$ cat config.mk
export PLATFORM = sky130hd
export DESIGN_NAME = pt_xlate
export DESIGN_NICKNAME = d
export VERILOG_FILES = /design/src/rtl/pt_pkg.sv /design/src/rtl/pt_table.sv /design/src/rtl/pt_frame_scale.sv /design/src/rtl/pt_xlate.sv
export SDC_FILE = /design/constraint.sdc
export NUM_CORES = 1
export LEC_CHECK = 0
export CAP_MARGIN = 5
export CORE_MARGIN = 2
export CORE_UTILIZATION = 50
export CTS_CLUSTER_SIZE = 10
export DETAILED_ROUTE_END_ITERATION = 6
export DONT_BUFFER_PORTS = 1
export GPL_ROUTABILITY_DRIVEN = 1
export HOLD_SLACK_MARGIN = 0.02
export PLACE_DENSITY = 0.76
export SLEW_MARGIN = 10
export SYNTH_ARGS = -nofsm -noshare
export SYNTH_HDL_FRONTEND = slang
export SYNTH_SLANG_ARGS = --single-unit
$ cat constraint.sdc
create_clock -name clk -period 4.8 [get_ports clk]
set_input_delay 0.96 -clock clk [delete_from_list [all_inputs] [get_ports clk]]
set_output_delay 0.96 -clock clk [all_outputs]
set_load 0.005 [all_outputs]
$ cat src/rtl/pt_pkg.sv
package pt_pkg;
  typedef struct packed {
    logic       ok;
    logic [7:0] frame;
  } pt_entry_t;
endpackage

$ cat src/rtl/pt_table.sv
module pt_table #(
  parameter int PAGE_BITS  = 2,
  parameter int FRAME_BITS = 8
) (
  input  logic                  clk,
  input  logic                  rst,
  input  logic                  wr_en,
  input  logic [PAGE_BITS-1:0]  wr_page,
  input  logic [FRAME_BITS-1:0] wr_frame,
  input  logic                  wr_valid,
  input  logic [PAGE_BITS-1:0]  rd_page,
  output logic [FRAME_BITS-1:0] rd_frame,
  output logic                  rd_ok
);
  localparam int PAGES = 1 << PAGE_BITS;

  // frame storage carries no reset so it maps onto distributed RAM
  logic [FRAME_BITS-1:0] frame_mem [PAGES];
  logic [PAGES-1:0]      ok_bits;

  always_ff @(posedge clk) begin
    if (wr_en) frame_mem[wr_page] <= wr_frame;
  end

  for (genvar g = 0; g < PAGES; g++) begin : g_ok
    always_ff @(posedge clk) begin
      if (rst)                                     ok_bits[g] <= 1'b0;
      else if (wr_en && wr_page == PAGE_BITS'(g))  ok_bits[g] <= wr_valid;
    end
  end

  // read is asynchronous: the caller registers the result, so a same-cycle
  // write is seen only from the following cycle
  assign rd_frame = frame_mem[rd_page];
  assign rd_ok    = ok_bits[rd_page];
endmodule

$ cat src/rtl/pt_frame_scale.sv
module pt_frame_scale #(
  parameter int FRAME_BITS  = 8,
  parameter int FRAME_BYTES = 1000,
  parameter int PADDR_BITS  = 18
) (
  input  logic [FRAME_BITS-1:0] frame,
  output logic [PADDR_BITS-1:0] base
);
  logic [PADDR_BITS-1:0] f_ext;
  assign f_ext = PADDR_BITS'(frame);

  if (FRAME_BYTES == 1000) begin : g_shift_add
    // 1000 = 1024 - 16 - 8; the arithmetic wraps, but the final value fits
    assign base = (f_ext << 10) - (f_ext << 4) - (f_ext << 3);
  end else begin : g_generic
    assign base = PADDR_BITS'(f_ext * PADDR_BITS'(FRAME_BYTES));
  end
endmodule

$ cat src/rtl/pt_xlate.sv
module pt_xlate #(
  parameter int PAGE_BITS   = 2,
  parameter int OFFSET_BITS = 2,
  parameter int FRAME_BITS  = 8,
  parameter int FRAME_BYTES = 1000,
  parameter int WORD_BYTES  = 4,
  parameter int PADDR_BITS  = 18
) (
  input  logic                             clk,
  input  logic                             rst,
  input  logic                             wr_en,
  input  logic [PAGE_BITS-1:0]             wr_page,
  input  logic [FRAME_BITS-1:0]            wr_frame,
  input  logic                             wr_valid,
  input  logic                             req_valid,
  input  logic [PAGE_BITS+OFFSET_BITS-1:0] req_laddr,
  output logic                             resp_valid,
  output logic                             resp_fault,
  output logic [PADDR_BITS-1:0]            resp_paddr
);
  import pt_pkg::*;

  localparam int LADDR_BITS = PAGE_BITS + OFFSET_BITS;
  localparam int WORD_SHIFT = $clog2(WORD_BYTES);

  logic [PAGE_BITS-1:0]   page_sel;
  logic [OFFSET_BITS-1:0] word_off;
  pt_entry_t              entry;
  logic [PADDR_BITS-1:0]  frame_base;
  logic [PADDR_BITS-1:0]  byte_off;
  logic [PADDR_BITS-1:0]  paddr_next;

  assign page_sel = req_laddr[LADDR_BITS-1:OFFSET_BITS];
  assign word_off = req_laddr[OFFSET_BITS-1:0];

  pt_table #(
    .PAGE_BITS (PAGE_BITS),
    .FRAME_BITS(FRAME_BITS)
  ) i_table (
    .clk     (clk),
    .rst     (rst),
    .wr_en   (wr_en),
    .wr_page (wr_page),
    .wr_frame(wr_frame),
    .wr_valid(wr_valid),
    .rd_page (page_sel),
    .rd_frame(entry.frame),
    .rd_ok   (entry.ok)
  );

  pt_frame_scale #(
    .FRAME_BITS (FRAME_BITS),
    .FRAME_BYTES(FRAME_BYTES),
    .PADDR_BITS (PADDR_BITS)
  ) i_scale (
    .frame(entry.frame),
    .base (frame_base)
  );

  assign byte_off   = PADDR_BITS'(word_off) << WORD_SHIFT;
  assign paddr_next = frame_base + byte_off;

  always_ff @(posedge clk) begin
    if (rst) begin
      resp_valid <= 1'b0;
      resp_fault <= 1'b0;
      resp_paddr <= '0;
    end else begin
      resp_valid <= req_valid;
      resp_fault <= req_valid & ~entry.ok;
      resp_paddr <= (req_valid && entry.ok) ? paddr_next : '0;
    end
  end
endmodule

==> summary.md, run 1 <==
| Metric | Value |
|---|---|
| Final Hold Vio Count | `0` |
| Via-per-instance ratio | `5.66` |
| Row count | `26` |
| Maxcap violations | `0` |
| Crit path DAT | `3.53 ns` |
| Largest area contributor in the netlist | `edfxtp_1` |
| Final cycle utilization of the critical path | `68.3%` |
| Initial antenna violation count | `0` |
| Area share of the largest cell type after synthesis | `36.9%` |
| Final worst-path setup slack | `1.52 ns` |
| Drt first pass iters | `4` |
| Fillers | `461` |
| Placed Cells | `270` |
| Worst-margin pin slew | `0.840 ns` |
| Clock Skew | `0.0112 ns` |
| Area Growth Syn to Fin | `6.57%` |
| Count of flip-flops with a built-in enable after synthesis | `32` |
| Power Density | `374 nW/um2` |
| Clock Tree Buf Depth | `2` |
| Final setup violation count | `0` |
| Post-layout instance area | `2780 um2` |
| Remaining global-route overflow | `0` |
| Synth warn | `0` |
| Buffers added on ports | `0` |
| Setup TNS | `0 ns` |
| GRT Total Usage | `16.7%` |
| Mean Syn Cell Area | `12.7 um2` |
| Main synth FF type | `edfxtp_1` |
| Clk slew on worst S/H paths | `0.10 ns` |
| Total CTS buffers | `5` |
| Mapped Cells | `206` |
| H-tree lvl count | `2` |
| Seq/Total Area, Yosys | `53.7%` |
| Max FO, Critical Path | `9` |
| Met3 Usage GRT | `6.16%` |
| Final antenna-violating net count | `0` |
| Busiest grt layer | `met2` |
| Minimum clock period | `3.28 ns` |
| Clock latency at the later pin of the worst-skew pair | `0.32 ns` |
| Status | `complete, no violations` |
| First-pass GRT wire length | `7.42 mm` |
| Kind of critical path | `primary input to flop` |
| Number of global-route vias before repair | `1529` |
| Non-Filler Instances | `278` |
| Final #Nets | `247` |
| Max IR drop VDD | `262 uV` |
| CP Buf/Inv Count | `1` |
| Die ar. | `5810 um2` |
| Post-synthesis async set-or-reset flop share | `0%` |
| Met2 Track Usage GR | `28.6%` |
| Worst path required time | `5.05 ns` |
| Place WS | `1.22 ns` |
| CTS root buf | `clkbuf_8` |
| Slew headroom | `43.8%` |
| Static Leak | `0.00110 uW` |
| Antenna cells | `0` |
| Die Width | `76.2 um` |
| CTS Sinks | `54` |
| Delay-heaviest family, CP | `adder cells` |
| Starting Density | `51.4%` |
| Final Max Slew Viols | `0` |
| Post-Syn Area | `2610 um2` |
| Area after DPL | `2660 um2` |
| Worst setup SP type | `primary input` |
| P_sw | `281 uW` |
| CTS tree | `yes` |
| Largest net degree at the start of global routing | `19` |
| Post-DP HPWL | `3.41 mm` |
| Post-CTS sizing | `0` |
| Worst setup EP type | `flop` |
| Iter 0 DRT Violations | `85` |
| Slowest CP cell | `mux4_1` |
| HP Class | `flop to flop` |
| Routability congestion estimate | `0.861` |
| RSZ-0062 raised after global routing | `no` |
| Average routed wire per standard cell | `16.3 um` |
| Synth top area cells | `edfxtp_1, dfxtp_1, ha_1, mux4_1, inv_1` |
| Pint | `758 uW` |
| Die height | `76.2 um` |
| Share of layout cells above drive strength 1 | `6.25%` |
| DR vias | `1574` |
| Core Util, Final | `54.8%` |
| Hold_buf cts | `0` |
| Io pins | `39` |
| Seq cells post-synth | `54` |
| Final wirelength | `4.54 mm` |
| F_max | `305 MHz` |
| DRC Markers | `0` |
| Clock power share | `30.5%` |
| CP Cell Sequence | `mux4_1 -> inv_1 -> fa_1 -> ha_1 -> a21oi_1 -> o21bai_1 -> or4_4 -> a21oi_2` |
| Part of the power in registers | `49.4%` |
| Fraction of power spent switching nets | `27.1%` |
| Met1 global-route usage | `18.8%` |
| Post-CTS setup buffer count | `0` |
| Floorplan core area | `5070 um2` |
| Combinational power share | `20.1%` |
| Distinct cells, synth | `41` |
| Crit-path max cell delay | `0.54 ns` |
metrics by stage:
step	total power, uW	hold WS, ns
CTS	1050	0.496
global route	1090	0.530
finish	1040	0.488
global placement	727	0.456
detailed placement	729	0.482
floorplan	696	0.442
routing by layer:
metal | up-vias | wire length, um
li1 | 766 | -
met1 | 756 | 1910
met2 | 41 | 2220
met3 | 11 | 281
met4 | 0 | 120
met5 | - | 0
area by class of cell:
class	count	area [um2]	area share, %
tap	70	87.6	3.15
multi-input combinational	131	1120	40.2
sequential	54	1400	50.4
clock buffer	5	68.8	2.48
clock inverter	3	48.8	1.76
inverter	15	56.3	2.03
tightest hold or removal path, delay by kind of cell, from the launching register on:
family         cells  cell delay (ns)
AO/OA/AOI/OAI      2             0.14
flip-flops         1             0.32
power groups by stage:
stage / Combinational (uW) / Sequential, uW / Clock (uW)
floorplan: 174 / 521 / 0
global placement: 204 / 523 / 0
detailed placement: 205 / 524 / 0
CTS: 207 / 513 / 325
global route: 238 / 515 / 338
finish: 209 / 513 / 317
final timing paths:
check                          start                 end  slack [ns]  cells after the start
max                     req_laddr[2]      resp_paddr[13]        1.52                      8
min               i_table.ok_bits[1]  i_table.ok_bits[1]        0.49                      2
max reg2reg  i_table.frame_mem[1][5]      resp_paddr[17]        1.83                      8
min reg2reg       i_table.ok_bits[1]  i_table.ok_bits[1]        0.49                      2
flip-flops by register name, summed over array words and instances, names as in the netlist:
register / cells
i_table.frame_mem: 32
resp_paddr: 16
i_table.ok_bits: 4
resp_fault: 1
resp_valid: 1
layout by cell type (no fill, tap or decap), types with 5 or more instances in the layout:
cell type,n
mux4_1,8
inv_1,15
edfxtp_1,32
dfxtp_1,22
nor2_1,9
o21ai_0,8
nor3_1,8
clkbuf_8,5
nand2_1,12
a21oi_1,9
a21o_1,6
ha_1,20
and2_1,5
Yosys cell counts (5+ instances only):
| master | number |
|---|---|
| nand2_1 | 12 |
| o21ai_0 | 8 |
| dfxtp_1 | 22 |
| inv_1 | 15 |
| a21oi_1 | 9 |
| nor2_1 | 9 |
| and2_1 | 5 |
| edfxtp_1 | 32 |
| ha_1 | 20 |
| mux4_1 | 8 |
| nor3_1 | 8 |
| a21o_1 | 6 |
cell families (layout without fill, tap and decap cells):
family	count (synthesis)	count (layout)	share of synthesized area, %
DFF	54	54	53.7
and+or+nand+nor	52	52	10.3
AOI/OAI and AO/OA	41	41	10.6
buffers and inverters	22	23	3.79
adders and majority gates	21	21	10.4
muxes	13	13	10.5
xor gates and xnor gates	2	2	0.672
other	1	2	0.144
No activity file was read; power rests on OpenSTA's default activity.
==> inputs of run 2 (changes only) <==
- clock period: 4.8 -> 3.1 ns (I/O delays scaled with it)
==> run 2 against run 1 <==
- clock skew about the same
- design area up 4.8%
- worst hold slack worse by 0.12 ns
- final cell count up 5.8%
- critical path depth up 1
- wire length down 2.9%
- critical path type is now flop to flop
- largest cell class unchanged
- largest power group unchanged
- highest routed layer unchanged
==> summary.md, run 2 (synthesized netlist as in run 1, its figures left out) <==
| Metric | Value |
|---|---|
| Number of flip-flops in the largest register | `32 (unchanged)` |
| Final cycle utilization of the critical path | `90.4%` |
| Buffers added on ports | `0 (unchanged)` |
| R2R setup slack | `0.30 ns (-1.53 ns)` |
| Die ar. | `5810 um2 (unchanged)` |
| Slew headroom | `46.8% (+3.0 points)` |
| Clock Tree Buf Depth | `2 (unchanged)` |
| Row count | `26 (unchanged)` |
| Setup TNS | `0 ns (unchanged)` |
| Floorplan core area | `5070 um2 (unchanged)` |
| Starting Density | `51.4% (unchanged)` |
| Drt first pass iters | `4 (unchanged)` |
| Final Max Slew Viols | `0 (unchanged)` |
| Static Leak | `0.00119 uW (+7.5%)` |
| Average routed wire per standard cell | `15.0 um (-8.2%)` |
| Iter 0 DRT Violations | `61 (-28%)` |
| Crit-path max cell delay | `0.54 ns (about the same)` |
| Final Hold Vio Count | `0 (unchanged)` |
| Initial antenna violation count | `0 (unchanged)` |
| Routability congestion estimate | `0.949 (+10%)` |
| Io pins | `39 (unchanged)` |
| Maxcap violations | `0 (unchanged)` |
| Share of layout cells above drive strength 1 | `13.8% (+7.6 points)` |
| Crit path DAT | `3.01 ns (-0.52 ns)` |
| Post-CTS sizing | `0 (unchanged)` |
| Remaining global-route overflow | `0 (unchanged)` |
| Worst setup SP type | `flop` |
| Setup crit end | `resp_paddr[17]` |
| First-pass GRT wire length | `7.25 mm (-2.3%)` |
| Reg2reg end | `resp_paddr[17]` |
| Commonest cells after routing, fill and taps aside | `edfxtp_1, dfxtp_1, ha_1, buf_4, inv_1` |
| H-tree lvl count | `2 (unchanged)` |
| Final #Nets | `263 (+6.5%)` |
| F_max | `357 MHz` |
| Non-Filler Instances | `294 (+5.8%)` |
| Max FO, Critical Path | `7 (-2)` |
| CTS tree | `yes` |
| Area Growth Syn to Fin | `11.7%` |
| DRC Markers | `0 (unchanged)` |
| Largest net degree at the start of global routing | `19 (unchanged)` |
| GRT Total Usage | `16.1% (-0.63 points)` |
| CP Cell Sequence | `mux4_1 -> inv_2 -> fa_1 -> ha_4 -> and2_1 -> nand3_1 -> a21oi_1 -> o41ai_2 -> mux2i_1` |
| Worst path required time | `3.30 ns (-1.75 ns)` |
| CTS Sinks | `54 (unchanged)` |
| Via-per-instance ratio | `5.40 (-4.5%)` |
| RSZ-0062 raised after global routing | `no` |
| Kind of critical path | `flop to flop` |
| Reg area | `1400 um2 (unchanged)` |
| Most flops, register | `i_table.frame_mem` |
| Final antenna-violating net count | `0 (unchanged)` |
| HP Class | `primary input to flop` |
| Worst setup EP type | `flop` |
| CTS root buf | `clkbuf_8` |
| Final setup violation count | `0 (unchanged)` |
| Commonest non-fill, non-tap cell in the layout | `edfxtp_1` |
| Die Width | `76.2 um (unchanged)` |
| Power Density | `569 nW/um2 (+52%)` |
| Post-DP HPWL | `3.30 mm (-3.2%)` |
| R2R depth | `9 (+1)` |
| Reg-to-Reg Start | `i_table.frame_mem[2][6]` |
| Max IR drop VDD | `444 uV (+69%)` |
| Hold_buf cts | `0 (unchanged)` |
| Area of the multi-input gates | `1130 um2 (+1.3%)` |
| Crit path launch | `i_table.frame_mem[2][6]` |
| DR vias | `1589 (+0.95%)` |
| Number of global-route vias before repair | `1542 (+0.85%)` |
| Antenna cells | `0 (unchanged)` |
| Status | `complete, no violations` |
| Clk slew on worst S/H paths | `0.10 ns (about the same)` |
| Placed Cells | `286 (+5.9%)` |
| Total CTS buffers | `5 (unchanged)` |
| Fillers | `420 (-8.9%)` |
| Slowest CP cell | `mux4_1` |
| Die height | `76.2 um (unchanged)` |
| Final wirelength | `4.41 mm (-2.9%)` |
| Clock latency at the later pin of the worst-skew pair | `0.31 ns (about the same)` |
| Worst-margin pin slew | `0.794 ns (-0.0453 ns)` |
| Clock Skew | `0.0110 ns (-0.000197 ns)` |
| Minimum clock period | `2.80 ns` |
| Post-CTS setup buffer count | `0 (unchanged)` |
| Top Registers | `i_table.frame_mem (32), resp_paddr (16), i_table.ok_bits (4)` |
## run 2: layout make-up
cell class	count	share of cell area, %
clock inverter	3	1.63
inverter	15	1.93
clock buffer	5	2.36
timing repair buffer	16	4.12
tap	70	3.01
sequential	54	48.1
multi-input combinational	131	38.8
## run 2: metal layers
metal	GRT usage, %	vias to the layer above	wire (um)
met5	0	-	0
met4	6.00	0	71
li1	-	798	-
met1	19.9	748	1950
met3	4.74	6	243
met2	26.8	37	2150
## run 2: through the flow
stage / power (uW) / hold slack (ns) / setup slack (ns) / utilization [%] / area (um2)
final: 1660 / 0.370 / 0.299 / 57.4 / 2910
after global routing: 1750 / 0.354 / 0.137 / 57.4 / 2910
after CTS: 1670 / 0.362 / 0.284 / 57.4 / 2910
after detailed placement: 1190 / 0.472 / 0.0129 / 55.1 / 2800
after global placement: 1180 / 0.455 / 0.0427 / 55.1 / 2800
after floorplan: 1090 / 0.442 / 0.00428 / - / 2630
## run 2: critical path, delay by kind of cell, from the launching register on
| family | cells | cell delay, ns |
|---|---|---|
| adders and majority gates | 2 | 0.80 |
| muxes | 2 | 0.67 |
| AOI/OAI and AO/OA | 2 | 0.41 |
| DFF | 1 | 0.38 |
| and+or+nand+nor | 2 | 0.32 |
| buffers and inverters | 1 | 0.13 |
## run 2: where the power goes
group	switching (uW)	total [uW]	internal (uW)
registers	6.61	793	787
clock network	238	483	245
logic	195	382	187
total	440	1660	1220
## run 2: how the worst min path moves through the flow
stage          depth (start not counted)                from  slack, ns            endpoint
2_1_floorplan                          2  i_table.ok_bits[1]       0.44  i_table.ok_bits[1]
3_3_place_gp                           2  i_table.ok_bits[1]       0.46  i_table.ok_bits[1]
3_5_place_dp                           2  i_table.ok_bits[1]       0.47  i_table.ok_bits[1]
4_1_cts                                1                 rst       0.36  i_table.ok_bits[1]
5_1_grt                                1                 rst       0.35  i_table.ok_bits[1]
6_report                               1                 rst       0.37  i_table.ok_bits[1]
==> inputs of run 3 (changes only) <==
- PLACE_DENSITY: 0.76 -> not set
==> run 3 against run 2 <==
- critical path depth unchanged
- utilization fell by 0.074 points
- non-clock buffer count up 3
- clock power decreased by 19%
- via count is 1.6% higher
- global-route usage grew 0.46 points
- design area fell by 0.13%
- first-iteration DRC count increased by 25%
==> summary.md, run 3 (synthesized netlist as in run 1, its figures left out) <==
| Metric | Value |
|---|---|
| Floorplan core area | `5070 um2 (unchanged)` |
| DRC Markers | `0 (unchanged)` |
| Final Hold Vio Count | `0 (unchanged)` |
| Io pins | `39 (unchanged)` |
| Status | `complete, no violations` |
| Commonest non-fill, non-tap cell in the layout | `edfxtp_1` |
| Crit path DAT | `3.04 ns (+0.03 ns)` |
| Iter 0 DRT Violations | `76 (+25%)` |
| Row count | `26 (unchanged)` |
| Area Growth Syn to Fin | `11.6%` |
| CP Cell Sequence | `mux4_1 -> inv_2 -> fa_1 -> ha_4 -> and2_1 -> nand3_1 -> a21oi_1 -> o41ai_2 -> mux2i_1` |
| DR vias | `1615 (+1.6%)` |
| Clock Skew | `0.00853 ns (-0.00244 ns)` |
| HP Class | `primary input to flop` |
| Fillers | `423 (+0.71%)` |
| Top Registers | `i_table.frame_mem (32), resp_paddr (16), i_table.ok_bits (4)` |
| Initial antenna violation count | `0 (unchanged)` |
| Number of global-route vias before repair | `1597 (+3.6%)` |
| Starting Density | `51.4% (unchanged)` |
| Final antenna-violating net count | `0 (unchanged)` |
| Kind of critical path | `flop to flop` |
| Die height | `76.2 um (unchanged)` |
| Worst-margin pin slew | `0.808 ns (+0.0134 ns)` |
| Post-CTS setup buffer count | `0 (unchanged)` |
| Final Max Slew Viols | `0 (unchanged)` |
| Slew headroom | `45.9% (-0.90 points)` |
| Most flops, register | `i_table.frame_mem` |
| Final cycle utilization of the critical path | `91.9% (+1.6 points)` |
| Crit-path max cell delay | `0.55 ns (about the same)` |
| CTS tree | `yes` |
| GRT Total Usage | `16.6% (+0.46 points)` |
| Max IR drop VDD | `289 uV (-35%)` |
| Drt first pass iters | `4 (unchanged)` |
| Final wirelength | `4.61 mm (+4.7%)` |
| Commonest cells after routing, fill and taps aside | `edfxtp_1, dfxtp_1, ha_1, buf_4, inv_1` |
| CTS Sinks | `54 (unchanged)` |
| Die ar. | `5810 um2 (unchanged)` |
| Via-per-instance ratio | `5.44 (+0.61%)` |
| Clock Tree Buf Depth | `2 (unchanged)` |
| Minimum clock period | `2.85 ns (+0.0486 ns)` |
| Buffers added on ports | `0 (unchanged)` |
| Final setup violation count | `0 (unchanged)` |
| CTS root buf | `clkbuf_8` |
| First-pass GRT wire length | `7.66 mm (+5.6%)` |
| Power Density | `546 nW/um2 (-4.1%)` |
| Core Util, Final | `57.3% (-0.074 points)` |
| RSZ-0062 raised after global routing | `no` |
| F_max | `351 MHz (-1.7%)` |
| Worst setup EP type | `flop` |
| Worst path required time | `3.29 ns (about the same)` |
| Largest net degree at the start of global routing | `18 (-1)` |
| Worst setup SP type | `flop` |
| Post-CTS sizing | `0 (unchanged)` |
| Routability congestion estimate | `0.869 (-8.4%)` |
| Number of flip-flops in the largest register | `32 (unchanged)` |
| Maxcap violations | `0 (unchanged)` |
| Static Leak | `0.00119 uW (+0.12%)` |
| Slowest CP cell | `mux4_1` |
| Total power | `1590 uW (-4.2%)` |
| Remaining global-route overflow | `0 (unchanged)` |
| Max FO, Critical Path | `7 (unchanged)` |
| Die Width | `76.2 um (unchanged)` |
| Final #Nets | `266 (+1.1%)` |
| H-tree lvl count | `2 (unchanged)` |
| Clk slew on worst S/H paths | `0.10 ns (about the same)` |
| Average routed wire per standard cell | `15.5 um (+3.6%)` |
| Clock latency at the later pin of the worst-skew pair | `0.30 ns (about the same)` |
| Hold_buf cts | `0 (unchanged)` |
| Total CTS buffers | `5 (unchanged)` |
| Post-DP HPWL | `3.60 mm (+9.1%)` |
| Antenna cells | `0 (unchanged)` |
| Share of layout cells above drive strength 1 | `14.5% (+0.70 points)` |
==> run 3: layout make-up <==
class	instances	area (um2)	share of cell area [%]
clock buffer	6	72.6	2.49
clock inverter	2	17.5	0.602
inverter	15	56.3	1.94
multi-input combinational	131	1130	38.9
sequential	54	1400	48.2
tap	70	87.6	3.01
timing repair buffer	19	143	4.90
==> run 3: where the power goes <==
| group | switching (uW) | internal (uW) | leakage, uW |
|---|---|---|---|
| registers | 6.76 | 787 | 0.000472 |
| logic | 206 | 197 | 0.000669 |
| clock network | 228 | 164 | 0.0000458 |
==> run 3: worst max-delay path, delay by kind of cell, from the launching register on <==
kind                     cells  cell delay [ns]
flip-flops                   1             0.37
buffers and inverters        1             0.13
AND/OR/NAND/NOR              2             0.33
adder cells (fa/ha/maj)      2             0.80
AO/OA/AOI/OAI                2             0.44
multiplexers                 2             0.68
==> run 3: path summary, 6_finish.rpt <==
| kind | slack, ns | endpoint | start | cells past startpoint |
|---|---|---|---|---|
| max | 0.25 | resp_paddr[17] | i_table.frame_mem[2][6] | 9 |
| min | 0.37 | i_table.ok_bits[1] | rst | 1 |
| max reg2reg | 0.25 | resp_paddr[17] | i_table.frame_mem[2][6] | 9 |
| min reg2reg | 0.48 | i_table.ok_bits[1] | i_table.ok_bits[1] | 2 |
==> run 3: per-layer routing <==
| layer | GRT usage (%) | wire length [um] | vias to the layer above | share of wire (%) |
|---|---|---|---|---|
| li1 | - | - | 803 | - |
| met4 | 4.91 | 57 | 0 | 1.2 |
| met5 | 0 | 0 | - | 0 |
| met2 | 29.6 | 2420 | 33 | 52 |
| met1 | 19.4 | 1930 | 773 | 42 |
| met3 | 4.62 | 206 | 6 | 4.5 |
==> run 3: through the flow <==
step                      std cells  setup WS [ns]  setup TNS [ns]  hold WS (ns)  cell area, um2
after floorplan                 207        0.00428               0         0.442            2630
final                           297          0.250               0         0.375            2910
after global placement          289        -0.0194         -0.0390         0.459            2820
after CTS                       297          0.242               0         0.367            2910
after global routing            297         0.0755               0         0.354            2910
after detailed placement        289        -0.0359         -0.0672         0.469            2820
